<file path="config.mk">
export PLATFORM = sky130hd
export DESIGN_NAME = mbox_port
export DESIGN_NICKNAME = d
export VERILOG_FILES = /design/src/rtl/mbox_pkg.sv /design/src/rtl/mbox_hold.sv /design/src/rtl/mbox_fifo.sv /design/src/rtl/mbox_ctrl.sv /design/src/rtl/mbox_port.sv
export SDC_FILE = /design/constraint.sdc
export NUM_CORES = 1
export LEC_CHECK = 0
export BUFFER_PORTS_ARGS = -buffer_cell sky130_fd_sc_hd__buf_2
export CAP_MARGIN = 20
export CELL_PAD_IN_SITES_DETAIL_PLACEMENT = 1
export CELL_PAD_IN_SITES_GLOBAL_PLACEMENT = 2
export CORE_ASPECT_RATIO = 0.75
export CORE_MARGIN = 4
export CORE_UTILIZATION = 47
export CTS_CLUSTER_SIZE = 24
export DETAILED_ROUTE_END_ITERATION = 8
export GPL_TIMING_DRIVEN = 0
export PLACE_DENSITY = 0.89
export SLEW_MARGIN = 20
export SYNTH_ARGS = -nofsm -noshare
export SYNTH_HDL_FRONTEND = slang
export SYNTH_SLANG_ARGS = --single-unit
</file>
<file path="constraint.sdc">
create_clock -name clk_i -period 2.44 [get_ports clk_i]
set_input_delay 0.122 -clock clk_i [delete_from_list [all_inputs] [get_ports clk_i]]
set_output_delay 0.122 -clock clk_i [all_outputs]
set_load 0.02 [all_outputs]
</file>
<file path="src/rtl/mbox_pkg.sv">
package mbox_pkg;
  localparam logic [7:0] CMD_NORMAL = 8'h01;
  localparam logic [7:0] CMD_EOC    = 8'h03;
  localparam logic [7:0] CMD_CANCEL = 8'h22;

  typedef enum logic [1:0] {ST_IDLE, ST_RECV, ST_RESP} mbox_state_e;
  typedef enum logic [1:0] {PH_HDR, PH_PAY, PH_END} mbox_phase_e;
endpackage

</file>
<file path="src/rtl/mbox_hold.sv">
module mbox_hold (
  input  logic       clk_i,
  input  logic       rst_ni,
  input  logic       wr_i,
  input  logic       addr_i,
  input  logic [7:0] wdata_i,
  output logic       ibf_o,
  output logic       is_cmd_o,
  output logic [7:0] byte_o
);
  logic       ibf_q, cmd_q;
  logic [7:0] byte_q;

  always_ff @(posedge clk_i or negedge rst_ni) begin
    if (!rst_ni) begin
      ibf_q  <= 1'b0;
      cmd_q  <= 1'b0;
      byte_q <= 8'h00;
    end else begin
      ibf_q <= wr_i;  // device side always consumes the held byte next cycle
      if (wr_i) begin
        cmd_q  <= addr_i;
        byte_q <= wdata_i;
      end
    end
  end

  assign ibf_o    = ibf_q;
  assign is_cmd_o = cmd_q;
  assign byte_o   = byte_q;
endmodule

</file>
<file path="src/rtl/mbox_fifo.sv">
module mbox_fifo #(
  parameter int DEPTH = 16
) (
  input  logic       clk_i,
  input  logic       rst_ni,
  input  logic       flush_i,
  input  logic       push_i,
  input  logic [7:0] wdata_i,
  input  logic       pop_i,
  output logic [7:0] rdata_o
);
  localparam int AW = (DEPTH > 1) ? $clog2(DEPTH) : 1;

  logic [7:0]    mem [DEPTH];
  logic [AW-1:0] wr_ptr_q, rd_ptr_q;

  always_ff @(posedge clk_i) begin
    if (push_i) mem[wr_ptr_q] <= wdata_i;
  end

  always_ff @(posedge clk_i or negedge rst_ni) begin
    if (!rst_ni) begin
      wr_ptr_q <= '0;
      rd_ptr_q <= '0;
    end else if (flush_i) begin
      wr_ptr_q <= '0;
      rd_ptr_q <= '0;
    end else begin
      if (push_i) wr_ptr_q <= wr_ptr_q + AW'(1);
      if (pop_i)  rd_ptr_q <= rd_ptr_q + AW'(1);
    end
  end

  assign rdata_o = mem[rd_ptr_q];
endmodule

</file>
<file path="src/rtl/mbox_ctrl.sv">
module mbox_ctrl import mbox_pkg::*; #(
  parameter int DEPTH = 16
) (
  input  logic       clk_i,
  input  logic       rst_ni,
  input  logic       take_i,
  input  logic       take_cmd_i,
  input  logic [7:0] take_byte_i,
  input  logic       host_rd_i,
  input  logic [7:0] fifo_rdata_i,
  output logic       push_o,
  output logic       pop_o,
  output logic       flush_o,
  output logic       obf_o,
  output logic       f0_o,
  output logic       rdy_o,
  output logic       ibr_o,
  output logic [7:0] out_byte_o
);
  localparam int CW = $clog2(DEPTH + 1);

  mbox_state_e   state_q, state_d;
  mbox_phase_e   ph_q, ph_d;
  logic [CW-1:0] cnt_q, cnt_d, idx_q, idx_d;
  logic          obf_q, obf_d, f0_q, f0_d, ibr_q, ibr_d;
  logic [7:0]    out_q, out_d;

  function automatic logic [7:0] pay_byte(input logic [CW-1:0] cnt,
                                          input logic [CW-1:0] idx,
                                          input logic [7:0]    echo);
    logic [31:0] len;
    len = 32'(cnt);
    case (idx)
      CW'(2):  return len[31:24];
      CW'(3):  return len[23:16];
      CW'(4):  return len[15:8];
      CW'(5):  return len[7:0];
      default: return echo;
    endcase
  endfunction

  always_comb begin
    state_d = state_q;
    ph_d    = ph_q;
    cnt_d   = cnt_q;
    idx_d   = idx_q;
    obf_d   = obf_q;
    f0_d    = f0_q;
    out_d   = out_q;
    push_o  = 1'b0;
    pop_o   = 1'b0;
    flush_o = 1'b0;

    if (host_rd_i && obf_q) begin
      obf_d = 1'b0;
      f0_d  = 1'b0;
    end

    if (take_i && take_cmd_i) begin
      unique case (take_byte_i)
        CMD_NORMAL, CMD_CANCEL: begin
          state_d = (take_byte_i == CMD_NORMAL) ? ST_RECV : ST_IDLE;
          flush_o = 1'b1;
          cnt_d   = '0;
          obf_d   = 1'b0;
          f0_d    = 1'b0;
        end
        CMD_EOC: begin
          if (state_q == ST_RECV) begin
            state_d = ST_RESP;
            ph_d    = PH_HDR;
            idx_d   = '0;
          end
        end
        default: ;
      endcase
    end else begin
      if (take_i && state_q == ST_RECV && cnt_q < CW'(DEPTH)) begin
        push_o = 1'b1;
        cnt_d  = cnt_q + CW'(1);
      end
      if (state_q == ST_RESP && !obf_q) begin
        unique case (ph_q)
          PH_HDR: begin
            out_d = CMD_NORMAL;
            f0_d  = 1'b1;
            obf_d = 1'b1;
            ph_d  = PH_PAY;
          end
          PH_PAY: begin
            obf_d = 1'b1;
            if (idx_q == cnt_q) begin
              out_d = CMD_EOC;
              f0_d  = 1'b1;
              ph_d  = PH_END;
            end else begin
              out_d = pay_byte(cnt_q, idx_q, fifo_rdata_i);
              f0_d  = 1'b0;
              pop_o = 1'b1;
              idx_d = idx_q + CW'(1);
            end
          end
          default: state_d = ST_IDLE;  // trailer has been read
        endcase
      end
    end

    ibr_d = (state_q == ST_RECV) && (state_d == ST_RECV);
  end

  always_ff @(posedge clk_i or negedge rst_ni) begin
    if (!rst_ni) begin
      state_q <= ST_IDLE;
      ph_q    <= PH_HDR;
      cnt_q   <= '0;
      idx_q   <= '0;
      obf_q   <= 1'b0;
      f0_q    <= 1'b0;
      ibr_q   <= 1'b0;
      out_q   <= 8'h00;
    end else begin
      state_q <= state_d;
      ph_q    <= ph_d;
      cnt_q   <= cnt_d;
      idx_q   <= idx_d;
      obf_q   <= obf_d;
      f0_q    <= f0_d;
      ibr_q   <= ibr_d;
      out_q   <= out_d;
    end
  end

  assign obf_o      = obf_q;
  assign f0_o       = f0_q;
  assign rdy_o      = (state_q == ST_IDLE);
  assign ibr_o      = ibr_q;
  assign out_byte_o = out_q;
endmodule

</file>
<file path="src/rtl/mbox_port.sv">
module mbox_port #(
  parameter int DEPTH = 16
) (
  input  logic       clk_i,
  input  logic       rst_ni,
  input  logic       io_wr_i,
  input  logic       io_rd_i,
  input  logic       io_addr_i,
  input  logic [7:0] io_wdata_i,
  output logic [7:0] io_rdata_o
);
  logic       ibf, is_cmd, push, pop, flush, obf, f0, rdy, ibr;
  logic [7:0] held, fifo_rdata, out_byte, status_w;

  mbox_hold i_hold (
    .clk_i, .rst_ni,
    .wr_i(io_wr_i), .addr_i(io_addr_i), .wdata_i(io_wdata_i),
    .ibf_o(ibf), .is_cmd_o(is_cmd), .byte_o(held)
  );

  mbox_fifo #(.DEPTH(DEPTH)) i_fifo (
    .clk_i, .rst_ni,
    .flush_i(flush), .push_i(push), .wdata_i(held),
    .pop_i(pop), .rdata_o(fifo_rdata)
  );

  mbox_ctrl #(.DEPTH(DEPTH)) i_ctrl (
    .clk_i, .rst_ni,
    .take_i(ibf), .take_cmd_i(is_cmd), .take_byte_i(held),
    .host_rd_i(io_rd_i && !io_addr_i), .fifo_rdata_i(fifo_rdata),
    .push_o(push), .pop_o(pop), .flush_o(flush),
    .obf_o(obf), .f0_o(f0), .rdy_o(rdy), .ibr_o(ibr),
    .out_byte_o(out_byte)
  );

  assign status_w   = {2'b00, ibr, rdy, ibf & is_cmd, f0, ibf, obf};
  assign io_rdata_o = io_addr_i ? status_w : out_byte;
endmodule

</file>
After elaboration in Yosys (flattened, before gate mapping)
Memories as Yosys holds them, arrays and structs flattened.
Index checks and enable logic that the tools add are counted.
Word-level totals
  bits in registers: 43
  logic and storage cells: 113
  input port bits: 13
  memory bits (writable): 128
  memories kept: 1
Cells by class
  $lt $le $gt $ge: 1
  bitwise gates (word level): 2
  add/subtract/negate cells: 4
  muxes and demuxes: 50
  equality and inequality tests: 17
  reductions and logical operators: 25
Memory list
  i_fifo.mem: depth 16, width 8, rd ports 1, clocked after memory_dff 0, wr ports 1, RTL line mbox_fifo.sv:14  | logic [7:0] mem [DEPTH];
Operator list (count)
  $mux 5: 9
  $pmux 8 s2: 2
  $mux 1: 21
  $mux 2: 9
  $mux 4: 4
  $mux 8: 2
  $reduce_bool 2->1: 6
  $add 5x1->5 const B: 2
  $eq 5x2->1 const B: 2
  $eq 5x3->1 const B: 2
  $reduce_and 5->1: 2
  $add 4x1->4 const B: 2
  $eq 8x1->1 const B: 1
  $eq 8x2->1 const B: 1
  $eq 8x6->1 const B: 1
  $pmux 2 s2: 2
  $logic_and 1x1->1: 7
  $eq 2x1->1 const B: 3
  $ne 2x2->1 const B: 3
  $eq 5x5->1: 1
  $lt 5x5->1 const B: 1
  $logic_not 2->1: 2
  $reduce_or 2->1: 2
  $ne 3x1->1 const B: 1
  10 further kinds: 11

Logic depth before layout (Yosys ltp)
  depth in word-level cells: 7
  mapped depth: 8
  mapped depth without buffers: 7

Cells and area by module
A second synthesis with hierarchy kept.
Second synthesis, totals
  cells, all modules: 430
  area, all modules: 7323.3 µm²
By module, submodules not included
  mbox_fifo: seq. area each 4043.9 µm², cells each 258, area each 5432.7 µm², instances 1
  mbox_ctrl: seq. area each 625.6 µm², cells each 140, area each 1367.6 µm², instances 1
  mbox_hold: seq. area each 250.2 µm², cells each 20, area each 396.6 µm², instances 1
  mbox_port: seq. area each 0.0 µm², cells each 12, area each 126.4 µm², instances 1

Worst setup path before layout
Ideal clock, no wire load.
  kind: register to register
  start: reg i_ctrl.state_q[1]
  end: mem i_fifo.mem[3][0], enable pin
  library setup time: 332 ps
  period minus slack after synthesis: 2145 ps
  required time: 2108 ps
  data arrival time: 1813 ps
  cell stages (with the launch flop): 6
  path slack: 295 ps
  path buffers: 0
  cells stage by stage: dfrtp_1 nand2b_1 nor4b_2 nor2b_1 nor2b_1 and2_1
On the way
  cells in the longest elaborated chain, start to end: 7
RTL lines
  start: declaration: RTL line mbox_ctrl.sv:22  | mbox_state_e state_q, state_d;
  start signal: assignment: RTL line mbox_ctrl.sv:122  | state_q <= state_d;
  $eq 2x1->1: RTL line mbox_ctrl.sv:78  | if (take_i && state_q == ST_RECV && cnt_q < CW'(DEPTH)) begin
  $logic_and 1x1->1 (2 in series): RTL line mbox_ctrl.sv:78
  $mux 1: RTL line mbox_ctrl.sv:78
  $mux 1: RTL line mbox_ctrl.sv:59  | if (take_i && take_cmd_i) begin
  $mux 1: RTL line mbox_fifo.sv:18  | if (push_i) mem[wr_ptr_q] <= wdata_i;
  $mux 1 (not written as such): RTL line mbox_fifo.sv:18
  end: declaration: RTL line mbox_fifo.sv:14
Every way passes these cells.

Worst setup path after layout
  start: reg i_hold.byte_q[3] (netlist: i_hold.byte_o[3])
  end: reg i_ctrl.ph_q[0]
On the way
  cells in the longest elaborated chain, start to end: 3
RTL lines
  start: declaration: RTL line mbox_hold.sv:12  | logic [7:0] byte_q;
  start signal: assignment: RTL line mbox_hold.sv:23  | byte_q <= wdata_i;
  $eq 8x2->1: RTL line mbox_ctrl.sv:60  | unique case (take_byte_i)
  $ne 2x2->1 (no line)
  $reduce_and 5->1 (no line)
  end signal: assignment: RTL line mbox_ctrl.sv:123  | ph_q <= ph_d;
  end: declaration: RTL line mbox_ctrl.sv:23  | mbox_phase_e ph_q, ph_d;
Every way passes these cells.
A chain may end at the register's enable or synchronous reset.

==> impl_metrics.csv <==
group,metric,value,unit
timing,worst_pin_slew,0.7811,ns
global_routing,grt_pass1_vias,4267,
pwr,total_power,6.525,mW
global_routing,grt_usage,21.40,%
timing,period_share,97.69,%
placed_design,post-dp-hpwl,11100,um
run_status,status,"finished clean",
cts,clock-root-buffer,"clkbuf_16",
cts,cts_made_buffers,17,
routing,drtIter0Drc,376,
cells_and_area,nFillCells,1383,
synth,synthArstFlopShare,25.15,%
global_routing,grt_pass1_wl,26610,um
floorplanning,dieArea,17540,um2
timing,setup_viol,0,
critical_path,crit_path_max_fanout,18,
synth,synth_area_leaders,"edfxtp_1, dfrtp_1, mux4_2",
placed_design,place_area,7627,um2
synth,synth.area.mux_share,14.04,%
cts,htree_num_levels,4,
synth,synth-simple-area-share,8.036,%
timing,skew,0.009663,ns
timing,fin_ws,0.05641,ns
placed_design,finalWeightedCongestion,0.7869,
synth,synth_top_family_by_area,"multiplexers",
synth,synth_area_per_cell,16.75,um2
critical_path,startpoint_type,"flip-flop",
pwr,ir_worst_vdd,563.4,uV
routing,wl_per_cell,24.39,um
synth,synth_fa_ha_area_share,1.721,%
timing,slew_violations,0,
job,maxCapViolations,0,
cells_and_area,syn2layout_area_growth,15.28,%
floorplanning,start_util,47.91,%
critical_path,crit_arrival,2.70,ns
floorplanning,io_pins,21,
cts,clk_pin_slew,0.07,ns
global_routing,grt_max_degree,44,
cells_and_area,fin_area,8382,um2
cts,clock_latency,0.43,ns
floorplanning,core.rowCount,39,
routing,postRouteAntennaNets,0,
critical_path,timing_worst_setup_path_type,"reg2reg",
pwr,leakage,3.005,nW
cells_and_area,layout.nets,511,
timing,max-slew-margin-rel,47.93,%
synth,yosys_warnings,0,
synth,ys_seq_area_share,67.66,%
synth,synth_top_cell_by_area,"edfxtp_1",
placed_design,place_ws,-0.4333,ns
routing,via_per_inst,5.816,
timing,fmax,419.5,MHz
timing,finalSetupTns,0,ns
cells_and_area,mostFrequentLayoutCell,"edfxtp_1",
synth,synthesis.area,7271,um2
cells_and_area,mostFrequentLayoutCells,"edfxtp_1, dfrtp_1, mux4_2, buf_2, nor2_1",
floorplanning,die_h,115.7,um
routing,met1_length,8032,um
pwr,powerDensity,778.5,nW/um2
routing,wl_met3,888,um
timing,finalHoldViolCount,0,
synth,netlist.area_leader.share,52.87,%
critical_path,end_kind,"flip-flop",
routing,drc,0,
cts,cts.sinks,171,
global_routing,grt-ovfl-total,0,
routing,top_layer,"met4",
synth,synthCells,434,
timing,rsz0062_at_grt,"yes",
synth,ys_ff_latch,171,
cells_and_area,fin_util,55.23,%
timing,fin_crit,2.384,ns
synth,ys_types,50,
routing,dr_total_vias,4106,
cts,cts_buffer_depth,2,
routing,drt_wl_total,17220,um
synth,synth_compound_area_share,5.094,%
synth,synth_nets,457,
synth,synth_xor_area_share,1.325,%
min_path,holdCritPathClass,"in2reg",
global_routing,grt_antenna_before_repair,0,
cts,cts_tree,"built",
cells_and_area,drive_above_1_share,29.14,%
floorplanning,coreArea,15180,um2
routing,drt_first_pass_iters,5,
critical_path,r2r_setup_slack,0.06,ns
synth,ys.flop_type,"edfxtp_1",
routing,dr_wl_met2,8093,um
cells_and_area,diodes,0,
synth,synth-edff-count,128,
critical_path,cp.required,2.75,ns
floorplanning,die_w,151.6,um
placed_design,portBuffers,20,
## cells in the mapped netlist (3+ instances only)
master and count:
xor2_1 4, and4_1 5, o211ai_1 4, mux4_2 32
xnor2_1 7, edfxtp_1 128, and2_1 8, a221o_1 3
a21oi_1 12, dfrtp_1 43, nor3_1 3, and2b_1 3
a211oi_1 7, ha_1 10, clkbuf_1 7, nand3_1 7
buf_2 12, o21ai_0 11, nor2_1 18, nand2_1 14
o31ai_1 3, mux2_2 16, and3_1 4, inv_1 13
nor2b_1 15, mux2i_1 12, a22o_1 4
## where the power goes
| part | internal, mW | total, mW | switching, mW |
|---|---|---|---|
| registers | 3.27 | 3.49 | 0.218 |
| clock network | 1.38 | 2.49 | 1.11 |
| logic | 0.245 | 0.543 | 0.299 |
## flip-flops by register name, indices dropped and copies added, names as in the netlist, 2 cells and up
| register | cells |
|---|---|
| i_ctrl.out_byte_o | 8 |
| i_ctrl.cnt_q | 5 |
| i_ctrl.idx_q | 5 |
| i_fifo.rd_ptr_q | 4 |
| i_ctrl.ph_q | 2 |
| i_fifo.mem | 128 |
| i_fifo.wr_ptr_q | 4 |
| i_ctrl.state_q | 2 |
| i_hold.byte_o | 8 |
## layout make-up
| class | instances | area [um2] | area share [%] |
|---|---|---|---|
| plain buffers | 21 | 126.4 | 1.508 |
| clock buffers | 18 | 429.2 | 5.120 |
| repair buffers | 35 | 240.2 | 2.866 |
| multi-input cells | 229 | 2250 | 26.84 |
| clock inverters | 14 | 106.4 | 1.269 |
| inverters | 13 | 48.80 | 0.5822 |
| flip-flops and latches | 171 | 4925 | 58.75 |
| well taps | 205 | 256.5 | 3.060 |
## layer usage
metal,vias up,GRT usage [%]
li1,1795,-
met4,0,5.386
met5,-,0
met3,18,5.278
met1,2187,32.25
met2,106,31.75
## cells by family (layout without fill, tap and decap cells)
kind of cell / Yosys count / after routing
AO/OA/AOI/OAI: 54 / 54
XOR/XNOR: 11 / 11
adder cells (fa/ha/maj): 10 / 10
buffers and inverters: 34 / 101
flip-flops: 171 / 171
multiplexers: 60 / 60
AND/OR/NAND/NOR: 94 / 94
## through the flow
stage	hold slack (ns)	std cells
floorplan	-0.1736	434
global placement	0.2542	659
detailed placement	0.2579	659
CTS	0.1105	704
global route	0.1536	706
finish	0.1093	706
## what timing repair did
| item | 4_1_cts | 5_1_grt |
|---|---|---|
| resized for setup | 15 | 19 |
| endpoints found under the setup margin | 147 | 82 |
| pin swaps | 1 | 1 |
| hold endpoints to repair | 52 | 0 |
| setup buffers | 3 | 2 |
| hold buffers | 10 | 0 |
| cloned | 0 | 0 |
## critical path, cell delays in order, from the launching register on
cell     delay (ns)
dfrtp_2        0.53
or4_4          0.59
nor3_4         0.28
nand4_4        0.27
a22o_1         0.30
a211o_1        0.28
## worst paths after layout
kind	from	to	cells after the start
worst min-delay path	io_rd_i	i_ctrl.f0_o	4
min in group asynchronous	rst_ni	i_ctrl.out_byte_o[7]	2
worst min register to register	i_ctrl.out_byte_o[6]	i_ctrl.out_byte_o[6]	1
worst max register to register	i_hold.byte_o[3]	i_ctrl.ph_q[0]	5
worst max-delay path	i_hold.byte_o[3]	i_ctrl.ph_q[0]	5
max in group asynchronous	rst_ni	i_hold.byte_o[3]	2
No activity file was read; power rests on OpenSTA's default activity.
